## config.mk

```make
export PLATFORM = sky130hd
export DESIGN_NAME = vart_xlate
export DESIGN_NICKNAME = d
export VERILOG_FILES = /design/src/rtl/vart_pkg.sv /design/src/rtl/vart_split.sv /design/src/rtl/vart_regs.sv /design/src/rtl/vart_xlate.sv
export SDC_FILE = /design/constraint.sdc
export NUM_CORES = 1
export LEC_CHECK = 0
export CELL_PAD_IN_SITES_DETAIL_PLACEMENT = 2
export CELL_PAD_IN_SITES_GLOBAL_PLACEMENT = 2
export CORE_ASPECT_RATIO = 1.4
export CORE_MARGIN = 5
export CORE_UTILIZATION = 33
export CTS_CLUSTER_DIAMETER = 150
export DETAILED_ROUTE_END_ITERATION = 10
export GPL_TIMING_DRIVEN = 0
export PLACE_DENSITY_LB_ADDON = 0.1
export SETUP_SLACK_MARGIN = 0.05
export SLEW_MARGIN = 20
export SYNTH_ARGS = -nofsm -noshare
export SYNTH_HDL_FRONTEND = slang
export SYNTH_HIERARCHICAL = 1
export SYNTH_SLANG_ARGS = --single-unit
```

## constraint.sdc

```tcl
create_clock -name clk -period 7.6 [get_ports clk]
set_clock_uncertainty 0.1 [all_clocks]
set_input_delay 1.9 -clock clk [delete_from_list [all_inputs] [get_ports clk]]
set_output_delay 1.9 -clock clk [all_outputs]
set_load 0.01 [all_outputs]
```

## src/rtl/vart_pkg.sv

```systemverilog
package vart_pkg;
   localparam int VA_W   = 32;
   localparam int RGN_W  = 2;
   localparam int OFF_W  = 9;
   localparam int VPN_W  = VA_W - RGN_W - OFF_W;
   localparam int LEN_W  = VPN_W + 1;

   typedef enum logic [1:0] {
      RGN_PROC0 = 2'd0,
      RGN_PROC1 = 2'd1,
      RGN_SYS   = 2'd2,
      RGN_RSVD  = 2'd3
   } region_e;

   typedef enum logic [1:0] {
      FLT_NONE = 2'd0,
      FLT_RSVD = 2'd1,
      FLT_LEN  = 2'd2
   } fault_e;
endpackage

```

## src/rtl/vart_split.sv

```systemverilog
module vart_split #(
   parameter int VA_W  = 32,
   parameter int RGN_W = 2,
   parameter int OFF_W = 9,
   localparam int VPN_W = VA_W - RGN_W - OFF_W
) (
   input  logic [VA_W-1:0]  va,
   output logic [RGN_W-1:0] region,
   output logic [VPN_W-1:0] vpn,
   output logic [OFF_W-1:0] offset
);
   if (VPN_W < 1) begin : g_bad_split
      $error("vart_split: no page-number bits left");
   end

   assign region = va[VA_W-1 -: RGN_W];
   assign vpn    = va[OFF_W +: VPN_W];
   assign offset = va[OFF_W-1:0];
endmodule

```

## src/rtl/vart_regs.sv

```systemverilog
module vart_regs #(
   parameter int PA_W  = 32,
   parameter int LEN_W = 22
) (
   input  logic             clk,
   input  logic             rst,
   input  logic             ctx_load,
   input  logic [PA_W-1:0]  ctx_base0,
   input  logic [LEN_W-1:0] ctx_len0,
   input  logic [PA_W-1:0]  ctx_base1,
   input  logic [LEN_W-1:0] ctx_len1,
   input  logic             sys_load,
   input  logic [PA_W-1:0]  sys_base,
   input  logic [LEN_W-1:0] sys_len,
   input  logic [1:0]       sel,
   output logic [PA_W-1:0]  eff_base,
   output logic [LEN_W-1:0] eff_len
);
   logic [PA_W-1:0]  base0_q, base1_q, sbase_q;
   logic [LEN_W-1:0] len0_q, len1_q, slen_q;

   always_ff @(posedge clk) begin
      if (rst) begin
         base0_q <= '0; len0_q <= '0;
         base1_q <= '0; len1_q <= '0;
         sbase_q <= '0; slen_q <= '0;
      end else begin
         if (ctx_load) begin
            base0_q <= ctx_base0; len0_q <= ctx_len0;
            base1_q <= ctx_base1; len1_q <= ctx_len1;
         end
         if (sys_load) begin
            sbase_q <= sys_base; slen_q <= sys_len;
         end
      end
   end

   // A load in the request cycle bypasses the stored value.
   always_comb begin
      unique case (sel)
         2'd0: begin
            eff_base = ctx_load ? ctx_base0 : base0_q;
            eff_len  = ctx_load ? ctx_len0  : len0_q;
         end
         2'd1: begin
            eff_base = ctx_load ? ctx_base1 : base1_q;
            eff_len  = ctx_load ? ctx_len1  : len1_q;
         end
         2'd2: begin
            eff_base = sys_load ? sys_base : sbase_q;
            eff_len  = sys_load ? sys_len  : slen_q;
         end
         default: begin
            eff_base = '0;
            eff_len  = '0;
         end
      endcase
   end

   a_r7_sys_untouched: assert property (@(posedge clk) disable iff (rst)
      !sys_load |=> ($stable(sbase_q) && $stable(slen_q)));
   a_r7_ctx_taken: assert property (@(posedge clk) disable iff (rst)
      ctx_load |=> (base0_q == $past(ctx_base0) && base1_q == $past(ctx_base1)));
endmodule

```

## src/rtl/vart_xlate.sv

```systemverilog
module vart_xlate #(
   parameter int  PA_W          = 32,
   parameter int  PTE_SHIFT     = 2,
   parameter bit  LEN_CHECK     = 1'b1
) (
   input  logic                                clk,
   input  logic                                rst,
   input  logic                                req_valid,
   output logic                                req_ready,
   input  logic [vart_pkg::VA_W-1:0]           req_va,
   input  logic                                ctx_load,
   input  logic [PA_W-1:0]                     ctx_base0,
   input  logic [vart_pkg::LEN_W-1:0]          ctx_len0,
   input  logic [PA_W-1:0]                     ctx_base1,
   input  logic [vart_pkg::LEN_W-1:0]          ctx_len1,
   input  logic                                sys_load,
   input  logic [PA_W-1:0]                     sys_base,
   input  logic [vart_pkg::LEN_W-1:0]          sys_len,
   output logic                                rsp_valid,
   output logic [PA_W-1:0]                     rsp_pte_addr,
   output logic [vart_pkg::OFF_W-1:0]          rsp_offset,
   output logic [vart_pkg::RGN_W-1:0]          rsp_region,
   output logic [1:0]                          rsp_fault
);
   import vart_pkg::*;

   if (PA_W < VPN_W + PTE_SHIFT) begin : g_bad_pa
      $error("vart_xlate: PA_W too narrow for scaled page number");
   end

   logic [RGN_W-1:0] region;
   logic [VPN_W-1:0] vpn;
   logic [OFF_W-1:0] offset;
   logic [PA_W-1:0]  base;
   logic [LEN_W-1:0] len;
   logic             len_bad;
   logic [1:0]       fault_d;
   logic [PA_W-1:0]  pte_d;
   logic             accept;

   vart_split #(.VA_W(VA_W), .RGN_W(RGN_W), .OFF_W(OFF_W)) u_split (
      .va(req_va), .region(region), .vpn(vpn), .offset(offset));

   vart_regs #(.PA_W(PA_W), .LEN_W(LEN_W)) u_regs (
      .clk(clk), .rst(rst),
      .ctx_load(ctx_load), .ctx_base0(ctx_base0), .ctx_len0(ctx_len0),
      .ctx_base1(ctx_base1), .ctx_len1(ctx_len1),
      .sys_load(sys_load), .sys_base(sys_base), .sys_len(sys_len),
      .sel(region), .eff_base(base), .eff_len(len));

   if (LEN_CHECK) begin : g_len_chk
      assign len_bad = ({1'b0, vpn} >= len);
   end else begin : g_no_len_chk
      assign len_bad = 1'b0;
   end

   always_comb begin
      if (region == RGN_RSVD) begin
         fault_d = FLT_RSVD;
         pte_d   = '0;
      end else if (len_bad) begin
         fault_d = FLT_LEN;
         pte_d   = '0;
      end else begin
         fault_d = FLT_NONE;
         pte_d   = base + (PA_W'(vpn) << PTE_SHIFT);
      end
   end

   assign accept = req_valid && req_ready;

   always_ff @(posedge clk) begin
      if (rst) begin
         req_ready    <= 1'b0;
         rsp_valid    <= 1'b0;
         rsp_pte_addr <= '0;
         rsp_offset   <= '0;
         rsp_region   <= '0;
         rsp_fault    <= '0;
      end else begin
         req_ready <= 1'b1;
         rsp_valid <= accept;
         if (accept) begin
            rsp_pte_addr <= pte_d;
            rsp_offset   <= offset;
            rsp_region   <= region;
            rsp_fault    <= fault_d;
         end
      end
   end

   a_r6_valid_after_accept: assert property (@(posedge clk) disable iff (rst)
      accept |=> rsp_valid);
   a_r6_no_spurious_valid: assert property (@(posedge clk) disable iff (rst)
      !accept |=> !rsp_valid);
   a_r2_reserved_faults: assert property (@(posedge clk) disable iff (rst)
      (rsp_valid && rsp_region == 2'd3) |-> (rsp_fault == 2'd1 && rsp_pte_addr == '0));
   a_r5_fault_zero_addr: assert property (@(posedge clk) disable iff (rst)
      (rsp_valid && rsp_fault != 2'd0) |-> (rsp_pte_addr == '0));
   a_r4_offset_kept: assert property (@(posedge clk) disable iff (rst)
      rsp_valid |-> (rsp_offset == $past(req_va[OFF_W-1:0])));
   a_r1_region_kept: assert property (@(posedge clk) disable iff (rst)
      rsp_valid |-> (rsp_region == $past(req_va[VA_W-1 -: RGN_W])));
endmodule

```

==> results.json, run 1 <==
{
  "dp_hpwl_um": 32300,
  "synthFlopType": "dfxtp_1",
  "drt_iter0_drc": 253,
  "overflow": 0,
  "seqPwrFrac_pct": 40.9,
  "synth_seq_area_share_pct": 40.03,
  "synthDistinctLibCells": 61,
  "syn_area_per_cell_um2": 9.723,
  "ys_warn_count": 6,
  "worst_pin_slew_ns": 0.9046,
  "clk_path_buf_depth": 3,
  "drc": 0,
  "cts_tree": "done",
  "drtPass1Iterations": 4,
  "yosys.area.top_type": "dfxtp_1",
  "combPwrFrac_pct": 21.4,
  "cts_buffers": 23,
  "fin_crit_sh_pct": 71.71,
  "synthXorXnorAreaFrac_pct": 2.011,
  "synth_simple_gate_area_share_pct": 14.09,
  "p_int_w": 0.002071,
  "p_per_area_nw_per_um2": 209.1,
  "ys_ff_latch": 209,
  "max_slew_margin_pct": 39.47,
  "wl_per_cell_um": 23.38,
  "design.die.area_um2": 35380,
  "synth_compound_area_share_pct": 13.73,
  "setup_viol": 0,
  "yosysMostFrequentCell": "dfxtp_1",
  "holdPathStages": 2,
  "finalCriticalPeriod_ns": 5.450,
  "reg2reg_depth": 13,
  "synthTopCellsByCount": "dfxtp_1 (209), nor2_1 (112), mux2i_1 (82)",
  "synth_top_family_by_area": "multiplexers",
  "cts_hold_buf": 0,
  "yosys-top-cells-area": "dfxtp_1 (40%), mux2i_1 (7.9%), mux2_2 (6.5%)",
  "min_to": "rsp_pte_addr[3]",
  "reg2reg_from": "u_regs/len0_q[2]",
  "fin_nets": 1552,
  "start_kind": "input pin",
  "crit_path_start": "req_va[31]",
  "grt_use_total_pct": 22.05,
  "setup_tns_ns": 0,
  "drv_cap": 0,
  "r2r_end": "rsp_pte_addr[17]",
  "io_buffer_count": 210,
  "finalHoldViolCount": 0,
  "grt_pass1_wl_um": 59300,
  "async_reset_ff_share_pct": 0,
  "p_clk_share_pct": 37.7,
  "ioPinCount": 246,
  "gp_congestion": 0.8482,
  "rsz0062_at_grt": "no",
  "hp-start": "rsp_pte_addr[3]",
  "core_area_um2": 31410,
  "synth_top_area_share_pct": 40.03,
  "synthesis.nets": 1317,
  "drt_wl_total_um": 40230,
  "synth-edff-count": 0,
  "p_leak_nw": 5.681,
  "die_w_um": 160.4,
  "crit_required_ns": 7.92,
  "postRouteAntennaNets": 0,
  "area_delta_synth_final_pct": 31.63,
  "synth_area_um2": 10450,
  "grt_pass1_vias": 9894,
  "cp_max_fo": 10,
  "r2r_setup_slack_ns": 4.26,
  "synth_mux_area_share_pct": 17.19,
  "vias": 8825,
  "switching_share_pct": 28.04,
  "synthCells": 1075,
  "slew_violations": 0,
  "cts-resized-gates": 0,
  "clock_latency_ns": 0.53,
  "fp.dieH_um": 220.6,
  "htreeDepth": 1,
  "crit_arrival_ns": 5.77,
  "start_util_pct": 33.28,
  "via_per_inst": 5.128,
  "fp-row-count": 77,
  "drive_gt1_share_pct": 14.44,
  "hp-class": "reg2reg",
  "stdcell_count": 1721,
  "critPathKind": "in2reg",
  "cts_setup_buffers": 0,
  "clk_pin_slew_ns": 0.06,
  "fmax_mhz": 183.5,
  "grt_max_degree": 13,
  "place_inst": 1680,
  "cts.sinks": 209,
  "crit_path_end_kind": "flip-flop",
  "root_buffer": "clkbuf_16",
  "antenna_found_initial": 4,
  "power_switching_w": 0.0008069,
  "status": "complete, no violations",
  "synth_fa_ha_area_share_pct": 5.219,
  "ir_drop_mv": 0.1415
}
==> worst max-delay path, stage by stage <==
cell and delay (ns):
buf_4 0.14, nor2_1 0.70, buf_2 0.40, a22oi_1 0.18
o21ai_1 0.19, inv_1 0.10, fa_1 0.41, nand2b_1 0.21
a21oi_1 0.28, o211ai_1 0.20, a21oi_1 0.22, nor3_1 0.12
o41ai_1 0.34, xor2_1 0.15, a22o_1 0.22
==> how the worst max path moves through the flow <==
| stage | depth (start not counted) | to | slack (ns) |
|---|---|---|---|
| after global routing | 15 | rsp_pte_addr[20] | 1.86 |
| after floorplan | 16 | rsp_pte_addr[20] | 2.68 |
| after detailed placement | 15 | rsp_pte_addr[20] | 1.59 |
| after CTS | 15 | rsp_pte_addr[20] | 2.15 |
| final | 15 | rsp_pte_addr[20] | 2.15 |
| after global placement | 15 | rsp_pte_addr[20] | 1.68 |
==> layout by cell type, fill, tap and decap left out, drive strengths merged, types with 30 or more instances in the layout <==
| master | instances |
|---|---|
| buf | 70 |
| nor2 | 114 |
| a22oi | 37 |
| a21oi | 39 |
| mux2i | 82 |
| nand2 | 74 |
| clkdlybuf4s50 | 210 |
| mux2 | 80 |
| inv | 30 |
| ha | 42 |
| nor2b | 81 |
| clkbuf | 62 |
| o21ai | 37 |
| dfxtp | 209 |
==> per-stage QoR <==
step	total power (W)	area (um^2)	hold slack [ns]	util, %	worst slack (ns)
6_report	0.002877	13760	0.3593	43.81	2.150
5_1_grt	0.003011	13760	0.3843	43.81	1.864
4_1_cts	0.002922	13750	0.3614	43.78	2.146
3_5_place_dp	0.001821	13050	0.3544	41.55	1.593
3_3_place_gp	0.001802	13050	0.3423	41.55	1.680
2_1_floorplan	0.001556	10450	0.3504	-	2.678
==> state kept, by name, summed over array words and instances, names as in the netlist <==
signal and count:
u_regs/base1_q 32, u_regs/slen_q 22, rsp_offset 9, rsp_fault 2
u_regs/sbase_q 32, u_regs/base0_q 32, rsp_region 2, rsp_valid 1
u_regs/len1_q 22, u_regs/len0_q 22, req_ready 1, rsp_pte_addr 32
==> per-layer routing <==
layer / global-route usage (%) / part of all wire (%) / vias to the layer above
met2: 42.20 / 53 / 222
met3: 2.925 / 4.0 / 62
met1: 24.51 / 39 / 4346
li1: - / - / 4193
met5: 0 / 0.032 / -
met4: 8.953 / 3.5 / 2
==> cell families (layout without fill, tap and decap cells) <==
| kind of cell | after synthesis | after routing |
|---|---|---|
| multiplexers | 162 | 162 |
| other | 0 | 3 |
| flip-flops | 209 | 209 |
| AO/OA/AOI/OAI | 199 | 199 |
| buffers and inverters | 129 | 377 |
| XOR/XNOR | 24 | 24 |
| AND/OR/NAND/NOR | 309 | 309 |
| adder cells (fa/ha/maj) | 43 | 43 |
==> power groups by stage <==
stage	Sequential, W	Clock, W	Combinational [W]
5_1_grt	0.00118	0.00116	0.000666
3_3_place_gp	0.00120	0	0.000604
3_5_place_dp	0.00120	0	0.000619
2_1_floorplan	0.00120	0	0.000356
4_1_cts	0.00118	0.00112	0.000624
6_report	0.00118	0.00108	0.000615
==> final cells by class <==
class | count | area, um^2
Buffer | 100 | 699.4
Inverter | 29 | 108.9
Clock inverter | 6 | 62.56
Timing Repair Buffer | 210 | 2102
Clock buffer | 32 | 639.4
Sequential cell | 209 | 4184
Antenna cell | 3 | 7.507
Tap cell | 395 | 494.2
Fill cell | 3395 | 17650
Multi-Input combinational cell | 737 | 5460
(Power assumes the default switching activity.)
==> inputs of run 2 (changes only) <==
--- a/config.mk
+++ b/config.mk
@@ -9,7 +9,7 @@
 export CELL_PAD_IN_SITES_GLOBAL_PLACEMENT = 2
 export CORE_ASPECT_RATIO = 1.4
 export CORE_MARGIN = 5
-export CORE_UTILIZATION = 33
+export CORE_UTILIZATION = 28
 export CTS_CLUSTER_DIAMETER = 150
 export DETAILED_ROUTE_END_ITERATION = 10
 export GPL_TIMING_DRIVEN = 0
==> constraint.sdc (replaced) <==
create_clock -name clk -period 4.5 [get_ports clk]
set_clock_uncertainty 0.1 [all_clocks]
set_input_delay 1.125 -clock clk [delete_from_list [all_inputs] [get_ports clk]]
set_output_delay 1.125 -clock clk [all_outputs]
set_load 0.01 [all_outputs]
==> results.json, run 2 (same netlist as run 1, synthesis figures left out) <==
{
  "status": "complete, no violations",
  "drv_cap": 0,
  "max_stage_delay_ns": 0.38,
  "drive_gt1_share_pct": 15.43,
  "wl_per_cell_um": 22.96,
  "place_inst": 1752,
  "stdcell_count": 1796,
  "cts_tree": "done",
  "finalCriticalPeriod_ns": 4.224,
  "area_delta_synth_final_pct": 33.92,
  "reg2reg_from": "u_regs/len0_q[2]",
  "io_buffer_count": 210,
  "r2r_setup_slack_ns": 1.16,
  "cts.sinks": 209,
  "utilization_pct": 38.08,
  "finalHoldViolCount": 0,
  "drtPass1Iterations": 4,
  "crit_arrival_ns": 4.54,
  "mostFrequentLayoutCells": "clkdlybuf4s50_1 (210), dfxtp_1 (209), nor2_1 (111), mux2i_1 (82), nor2b_1 (81)",
  "grt_pass1_wl_um": 61010,
  "diodes": 0,
  "fp.dieH_um": 238.6,
  "drc": 0,
  "cp_max_fo": 10,
  "crit_chain": "buf_4 > or2_2 > buf_2 > buf_2 > o221ai_1 > ha_1 > inv_1 > fa_1 > nand2b_1 > a21oi_2 > nor2_2 > o211ai_2 > a211oi_2 > nor3b_1 > xor2_1 > a22o_1",
  "setup_tns_ns": 0,
  "fmax_mhz": 236.8,
  "ioPinCount": 246,
  "cts_buffers": 24,
  "via_per_inst": 4.836,
  "final_common_cell": "clkdlybuf4s50_1",
  "holdPathStages": 2,
  "r2r_end": "rsp_pte_addr[22]",
  "drt_iter0_drc": 266,
  "postRouteAntennaNets": 0,
  "worst_pin_slew_ns": 0.9089,
  "core_area_um2": 36760,
  "gp_congestion": 0.7929,
  "hp-start": "rsp_offset[5]",
  "design.die.area_um2": 41350,
  "p_per_area_nw_per_um2": 365.0,
  "nFillCells": 4048,
  "crit_required_ns": 4.82,
  "fin_nets": 1553,
  "drt_wl_total_um": 41240,
  "overflow": 0,
  "timing.hold.ws_ns": 0.3583,
  "max_slew_margin_pct": 39.41,
  "slew_violations": 0,
  "clk_path_buf_depth": 3,
  "vias": 8686,
  "fin_crit_sh_pct": 93.86,
  "slowest_stage": "fa_1",
  "ir_drop_mv": 0.1976,
  "htreeDepth": 1,
  "crit_path_end_kind": "flip-flop",
  "critPathKind": "in2reg",
  "setup_viol": 0,
  "start_kind": "input pin",
  "clock_latency_ns": 0.53,
  "grt_pass1_vias": 9776,
  "fp-row-count": 83,
  "grt_use_total_pct": 19.31,
  "hp-class": "reg2reg",
  "antenna_found_initial": 0,
  "rsz0062_at_grt": "no",
  "grt_max_degree": 13,
  "p_leak_nw": 5.767,
  "clk_pin_slew_ns": 0.06,
  "cp_common_cell": "buf_2",
  "reg2reg_depth": 13,
  "min_to": "rsp_offset[5]",
  "root_buffer": "clkbuf_16",
  "die_w_um": 173.3,
  "start_util_pct": 28.43,
  "dp_hpwl_um": 33310
}
run 2: routing by layer:
| metal | track usage, % | vias up | part of all wire (%) |
|---|---|---|---|
| met5 | 0 | - | 0 |
| met4 | 4.308 | 0 | 1.8 |
| met3 | 2.373 | 37 | 3.5 |
| met2 | 37.32 | 194 | 54 |
| met1 | 22.65 | 4263 | 41 |
| li1 | - | 4192 | - |
run 2: how the worst max path moves through the flow:
| stage | startpoint | end | slack, ns | depth (start not counted) |
|---|---|---|---|---|
| final | req_va[31] | rsp_pte_addr[24] | 0.28 | 16 |
| after global placement | req_va[31] | rsp_pte_addr[20] | -0.72 | 15 |
| after CTS | req_va[31] | rsp_pte_addr[24] | 0.09 | 15 |
| after global routing | req_va[31] | rsp_pte_addr[24] | 0.1 | 16 |
| after detailed placement | req_va[31] | rsp_pte_addr[30] | -0.76 | 15 |
| after floorplan | req_va[31] | rsp_pte_addr[20] | 0.35 | 16 |
run 2: final cells by class:
| type | count | area (um^2) | area share, % |
|---|---|---|---|
| plain buffers | 100 | 708.2 | 5.059 |
| clock buffers | 36 | 716.9 | 5.122 |
| clock inverters | 8 | 115.1 | 0.8223 |
| inverters | 29 | 108.9 | 0.7776 |
| multi-input cells | 737 | 5479 | 39.14 |
| flip-flops and latches | 209 | 4184 | 29.89 |
| well taps | 467 | 584.3 | 4.174 |
| repair buffers | 210 | 2102 | 15.02 |
run 2: timing repair:
item | in CTS | in global routing
resized for setup | 4 | 9
setup endpoints to repair | 8 | 13
hold buffers | 0 | 0
buffers inserted | 0 | 0
run 2: per-stage QoR:
stage	cell area (um^2)	worst slack, ns	power (W)
2_1_floorplan	10450	0.3528	0.002628
3_3_place_gp	13140	-0.7154	0.003060
3_5_place_dp	13140	-0.7591	0.003086
4_1_cts	13980	0.09483	0.005199
5_1_grt	14000	0.09863	0.005345
6_report	14000	0.2765	0.005110
run 2: where the power goes:
| part | switching [W] | total, W | internal (W) |
|---|---|---|---|
| logic | 0.000548 | 0.00105 | 0.000499 |
| clock network | 0.000805 | 0.00207 | 0.00127 |
| registers | 0.0000329 | 0.00199 | 0.00196 |
| total | 0.00139 | 0.00511 | 0.00372 |
run 2: worst max-delay path: cells and delay by family:
kind	cells	cell delay, ns
and+or+nand+nor	4	0.92
buffers and inverters	4	0.70
xor gates and xnor gates	1	0.13
adders and majority gates	2	0.64
AOI/OAI and AO/OA	5	1.01
